## src/rtl/bsa_pkg.sv

```systemverilog
package bsa_pkg;
    localparam int DW        = 4;
    localparam int TEN_LIMIT = 9;

    typedef logic [DW-1:0] digit_t;

    // Work handed from the operand stage to the normalisation stage.
    typedef struct packed {
        digit_t bin;   // raw binary digit sum
        digit_t corr;  // constant added by the normalisation adder
    } norm_job_t;

    function automatic digit_t corr_value(input logic sub, input logic dec_c);
        if (sub) return dec_c ? digit_t'(0) : digit_t'(10);
        return dec_c ? digit_t'(6) : digit_t'(0);
    endfunction
endpackage

```

## src/rtl/bsa_operand_stage.sv

```systemverilog
module bsa_operand_stage
    import bsa_pkg::*;
(
    input  logic           clk,
    input  logic           rst,
    input  logic [DW-1:0]  slot_w,
    input  logic           num_start,
    input  logic           sub_mode,
    input  logic           a_bit,
    input  logic           b_bit,
    output norm_job_t      job,
    output logic           dec_carry
);
    logic          c_q;
    logic [DW-2:0] acc;
    logic          cin, bx, s_bit, co;
    digit_t        sum_full;

    assign cin      = num_start ? sub_mode : c_q;
    assign bx       = b_bit ^ sub_mode;
    assign s_bit    = a_bit ^ bx ^ cin;
    assign co       = (a_bit & bx) | (a_bit & cin) | (bx & cin);
    assign sum_full = {s_bit, acc};

    always_comb begin
        if (sub_mode) dec_carry = co;
        else          dec_carry = co | (32'(sum_full) > TEN_LIMIT);
    end

    always_ff @(posedge clk) begin
        if (rst) begin
            c_q <= 1'b0;
            acc <= '0;
            job <= '0;
        end else if (|slot_w) begin
            for (int i = 0; i < DW-1; i++)
                if (slot_w[i]) acc[i] <= s_bit;
            if (slot_w[DW-1]) begin
                c_q      <= dec_carry;
                job.bin  <= sum_full;
                job.corr <= corr_value(sub_mode, dec_carry);
            end else begin
                c_q <= co;
            end
        end
    end

    // an addition digit whose binary sum passed nine is given the +6 fix
    a_r3_tens_corr: assert property (@(posedge clk) disable iff (rst)
        (slot_w[DW-1] && !sub_mode) |=>
            (!(32'(job.bin) > TEN_LIMIT) || job.corr == digit_t'(6)));

    // a subtraction digit carries either no fix or the minus-six fix
    a_r4_sub_corr: assert property (@(posedge clk) disable iff (rst)
        (slot_w[DW-1] && sub_mode) |=>
            (job.corr == digit_t'(0) || job.corr == digit_t'(10)));
endmodule

```

## src/rtl/bsa_norm_stage.sv

```systemverilog
module bsa_norm_stage
    import bsa_pkg::*;
(
    input  logic           clk,
    input  logic           rst,
    input  logic [DW-1:0]  slot_w,
    input  norm_job_t      job,
    output logic           res_bit,
    output digit_t         digit_q
);
    logic          c2_q;
    logic [DW-2:0] sh;
    logic          active, bsel, csel, cin2, co2;

    assign active  = |slot_w;
    assign bsel    = |(job.bin & slot_w);
    assign csel    = |(job.corr & slot_w);
    assign cin2    = slot_w[0] ? 1'b0 : c2_q;
    assign res_bit = active & (bsel ^ csel ^ cin2);
    assign co2     = (bsel & csel) | (bsel & cin2) | (csel & cin2);

    always_ff @(posedge clk) begin
        if (rst) begin
            c2_q    <= 1'b0;
            sh      <= '0;
            digit_q <= '0;
        end else if (active) begin
            c2_q <= co2;
            for (int i = 0; i < DW-1; i++)
                if (slot_w[i]) sh[i] <= res_bit;
            if (slot_w[DW-1]) digit_q <= {res_bit, sh};
        end
    end

    // the parallel digit moves only at the weight-8 slot
    a_r6_digit_hold: assert property (@(posedge clk) disable iff (rst)
        !slot_w[DW-1] |=> $stable(digit_q));
endmodule

```

## src/rtl/bcd_serial_addsub.sv

```systemverilog
module bcd_serial_addsub
    import bsa_pkg::*;
(
    input  logic          clk,
    input  logic          rst,
    input  logic [3:0]    slot_w,
    input  logic          dig_first,
    input  logic          dig_last,
    input  logic          sub_mode,
    input  logic          a_ser,
    input  logic          b_ser,
    output logic          res_ser,
    output logic [3:0]    res_digit,
    output logic          carry_flag
);
    norm_job_t job;
    logic      dec_carry;
    logic      num_start;

    assign num_start = dig_first & slot_w[0];

    bsa_operand_stage u_op (
        .clk       (clk),
        .rst       (rst),
        .slot_w    (slot_w),
        .num_start (num_start),
        .sub_mode  (sub_mode),
        .a_bit     (a_ser),
        .b_bit     (b_ser),
        .job       (job),
        .dec_carry (dec_carry)
    );

    bsa_norm_stage u_norm (
        .clk     (clk),
        .rst     (rst),
        .slot_w  (slot_w),
        .job     (job),
        .res_bit (res_ser),
        .digit_q (res_digit)
    );

    always_ff @(posedge clk) begin
        if (rst)                            carry_flag <= 1'b0;
        else if (num_start)                 carry_flag <= 1'b0;
        else if (dig_last && slot_w[DW-1])  carry_flag <= dec_carry;
    end

    // slot strobe is one-hot or idle
    a_r1_slot_onehot: assert property (@(posedge clk) disable iff (rst)
        $onehot0(slot_w));

    // the flag is low after a number cycle opens
    a_r7_flag_clear: assert property (@(posedge clk) disable iff (rst)
        num_start |=> !carry_flag);

    // idle cycles leave the visible state untouched
    a_r8_idle_hold: assert property (@(posedge clk) disable iff (rst)
        (slot_w == 4'b0) |=> ($stable(res_digit) && $stable(carry_flag)));

    // no serial output without a slot strobe
    a_r8_idle_quiet: assert property (@(posedge clk) disable iff (rst)
        (slot_w == 4'b0) |-> !res_ser);
endmodule

```

## config.mk

```make
export PLATFORM = sky130hd
export DESIGN_NAME = bcd_serial_addsub
export DESIGN_NICKNAME = d
export VERILOG_FILES = /design/src/rtl/bsa_pkg.sv /design/src/rtl/bsa_operand_stage.sv /design/src/rtl/bsa_norm_stage.sv /design/src/rtl/bcd_serial_addsub.sv
export SDC_FILE = /design/constraint.sdc
export NUM_CORES = 1
export LEC_CHECK = 0
export BUFFER_PORTS_ARGS = -buffer_cell sky130_fd_sc_hd__buf_4
export CAP_MARGIN = 20
export CORE_MARGIN = 2
export CORE_UTILIZATION = 30
export CTS_CLUSTER_DIAMETER = 80
export DETAILED_ROUTE_END_ITERATION = 12
export GPL_TIMING_DRIVEN = 0
export MAX_ROUTING_LAYER = met4
export SYNTH_ARGS = -nofsm -noshare
export SYNTH_HDL_FRONTEND = slang
export SYNTH_HIERARCHICAL = 1
export SYNTH_SLANG_ARGS = --single-unit
```

## constraint.sdc

```tcl
create_clock -name clk -period 4.94 [get_ports clk]
set_clock_uncertainty 0.05 [all_clocks]
set_input_delay 0.494 -clock clk [delete_from_list [all_inputs] [get_ports clk]]
set_output_delay 0.494 -clock clk [all_outputs]
set_load 0.01 [all_outputs]
```

==> results.md <==
- Final Cycle Share: 51.84%
- CP Capture Point: res_ser
- Worst hold path type: primary input to flop
- Startpoint class of the critical path: primary input
- Worst-path fanout max: 7
- Cell count after placement: 139
- Grt ovf: 0
- GP Congestion: 0.6891
- Crit-path leading delay family: adder cells
- Post-synthesis cell type count: 30
- Most used cell, CP: buf_4
- Drt first-iter violations: 18
- Setup Fix Bufs, Post-CTS: 0
- Setup WS pre-CTS: 2329 ps
- Largest net degree at the start of global routing: 12
- Max VDD drop: 102.7 uV
- # DRC: 0
- Detail Route Antenna Nets: 0
- Num CTS Buffers: 3
- DIE HEIGHT: 59.37 um
- First-pass GRT wire length: 3132 um
- Power Dens Cells: 321.4 nW/um^2
- Worst-Skew Late Latency: 290 ps
- Total routed wirelength: 1755 um
- Post-Syn Nets: 104
- Io pins: 17
- Worst setup startpoint: slot_w[3]
- Internal reg-to-reg setup slack: 2920 ps
- Commonest non-fill, non-tap cell in the layout: dfxtp_1
- Pwr Total: 0.3591 mW
- CTS H-Tree Depth: 1
- Num rows: 20
- R2r startpoint: u_op/c_q
- Most frequent cells in the layout: dfxtp_1 (20), buf_4 (17), nor2_1 (17)
- Synth warn: 6
- Via count: 689
- Hold Fails Final Rpt: 0
- Synth Instances: 90
- Hold_buf cts: 0
- Worst setup margin: 2379 ps
- Synth Cell Area: 919.6 um^2
- RSZ-0062 raised after global routing: false
- Setup CP Type: primary input to output port
- Resize count post-CTS: 0
- 1st-pass router iterations: 4
- Root Buffer: clkbuf_4
- Fillers: 305
- Status: complete, no violations
- CP max stage delay: 660 ps
- Fmax achieved: 390.5 MHz
- Storage cell area: 400.4 um^2
- WHS: 343.4 ps
- Leak pwr: 0.5000 nW
- Fin cells: 143
- Slew Viols, Final: 0
- Initial Util: 30.88%
- Avg WL per Cell: 12.27 um
- GRT Resource Usage Total: 12.37%
- Area of the die: 3524 um^2
- Seq/Total Area, Yosys: 43.54%
- Crit. End Element: output port
- Critical Path AT: 2020 ps
- Critical path depth: 7
- DIE WIDTH: 59.37 um
- Post-DP HPWL: 1309 um
- Port Buf Inserts: 16
- Avg Inst Size Synth: 10.22 um^2
- Setup TNS: 0 ps
- WP data required: 4400 ps
- P&R area growth vs syn: 21.50%
- Slowest stage cell, crit path: fa_1
- Total core area: 2978 um^2
- Share of cells above drive strength 1: 23.64%
- Vias in the first global route: 707
- Crit-path cells: buf_4, buf_6, a22oi_1, nand2_1, fa_1, nor2b_1, buf_4
- Tmin final: 2561 ps
- Vias per inst: 4.818
- Buf+Inv Stages, Crit Path: 3
- Antenna violations before repair: 0
- TritonCTS clock tree: yes
- Max clock buf depth: 2
- Multi-input gate area: 480.5 um^2
- ANT cells: 0
- Max-cap violations: 0
- Fin nets: 125
- RR Endpoint: u_op/job[1]
- # setup viols final: 0
- Worst-case reg-to-reg path depth: 5
- Flops & latches, synth: 20
- Clock Sinks: 20
- Clock slew seen by the registers of the worst setup and hold paths: 110 ps
==> registers in the layout (all words and copies together) (netlist names) <==
register        cells
u_op/job            7
u_norm/digit_q      4
u_norm/sh           3
u_op/acc            3
carry_flag          1
u_norm/c2_q         1
u_op/c_q            1
==> cells in the mapped netlist <==
cell type	number	area share (%)
a211oi_2	1	1.4
fa_1	2	4.4
ha_1	1	1.4
clkbuf_1	2	0.82
a21oi_1	1	0.54
a21bo_1	1	1.1
a31o_1	1	0.95
a22oi_1	4	3.3
nand2b_1	3	2.0
dfxtp_1	20	44
nand2_1	2	0.82
nor3_1	1	0.54
xor2_1	1	0.95
inv_1	2	0.82
nor4_1	1	0.68
conb_1	1	0.41
nand3b_1	1	0.82
and2_1	1	0.68
buf_2	1	0.54
nor4_4	1	2.3
a32o_1	1	1.1
nor2_1	17	6.9
mux2i_1	16	17
or2_0	1	0.68
buf_4	1	0.82
a211oi_1	1	0.82
buf_6	1	1.2
mux2_2	1	1.2
nand3_1	1	0.54
nor2b_1	2	1.4
==> metrics by stage <==
stage / util (%) / area (um^2)
after floorplan: - / 919.6
after global placement: 36.30 / 1081
after detailed placement: 36.30 / 1081
after CTS: 37.52 / 1117
after global routing: 37.52 / 1117
final: 37.52 / 1117
==> worst register-to-register path, stage by stage, from the launching register on <==
cell      delay, ps
dfxtp_1         330
mux2_2          270
fa_1            620
a31o_1          240
ha_1            250
a211oi_1        190
==> layout make-up <==
| cell class | instances | share of cell area (%) |
|---|---|---|
| Inverter | 2 | 0.6719 |
| Tap cell | 33 | 3.695 |
| Multi-Input combinational cell | 63 | 43.00 |
| Sequential cell | 20 | 35.83 |
| Timing Repair Buffer | 16 | 10.75 |
| Buffer | 5 | 2.800 |
| Clock buffer | 4 | 3.247 |
==> per-layer routing <==
layer  vias up  global-route usage (%)  part of all wire [%]
met3         2                   2.838                   4.7
met4         0                   6.818                   1.3
met1       324                   15.41                    48
li1        348                       -                     -
met5         -                       -                     0
met2        15                   18.37                    46
==> worst min-delay path by stage <==
stage / cells after the start / start / endpoint / slack (ps)
floorplan: 2 / u_op/job[3] / u_op/job[3] / 400
detailed placement: 2 / u_op/job[3] / u_op/job[3] / 420
global placement: 2 / u_norm/c2_q / u_norm/c2_q / 410
finish: 2 / rst / carry_flag / 340
global route: 2 / rst / carry_flag / 330
CTS: 2 / rst / carry_flag / 330
==> cell families after synthesis <==
family	share of synthesized area, %
compound gates	9.116
xor+xnor	0.9526
fa+ha+maj	5.714
buf+inv	4.218
flops	43.54
mux	18.64
other cells	0.4078
simple gates	17.42
==> where the power goes <==
group	internal [mW]	switching, mW	total (mW)
clock network	0.0449	0.0478	0.0927
logic	0.0408	0.0414	0.0822
registers	0.177	0.00778	0.184
total	0.262	0.0969	0.359
(Power assumes the default switching activity.)
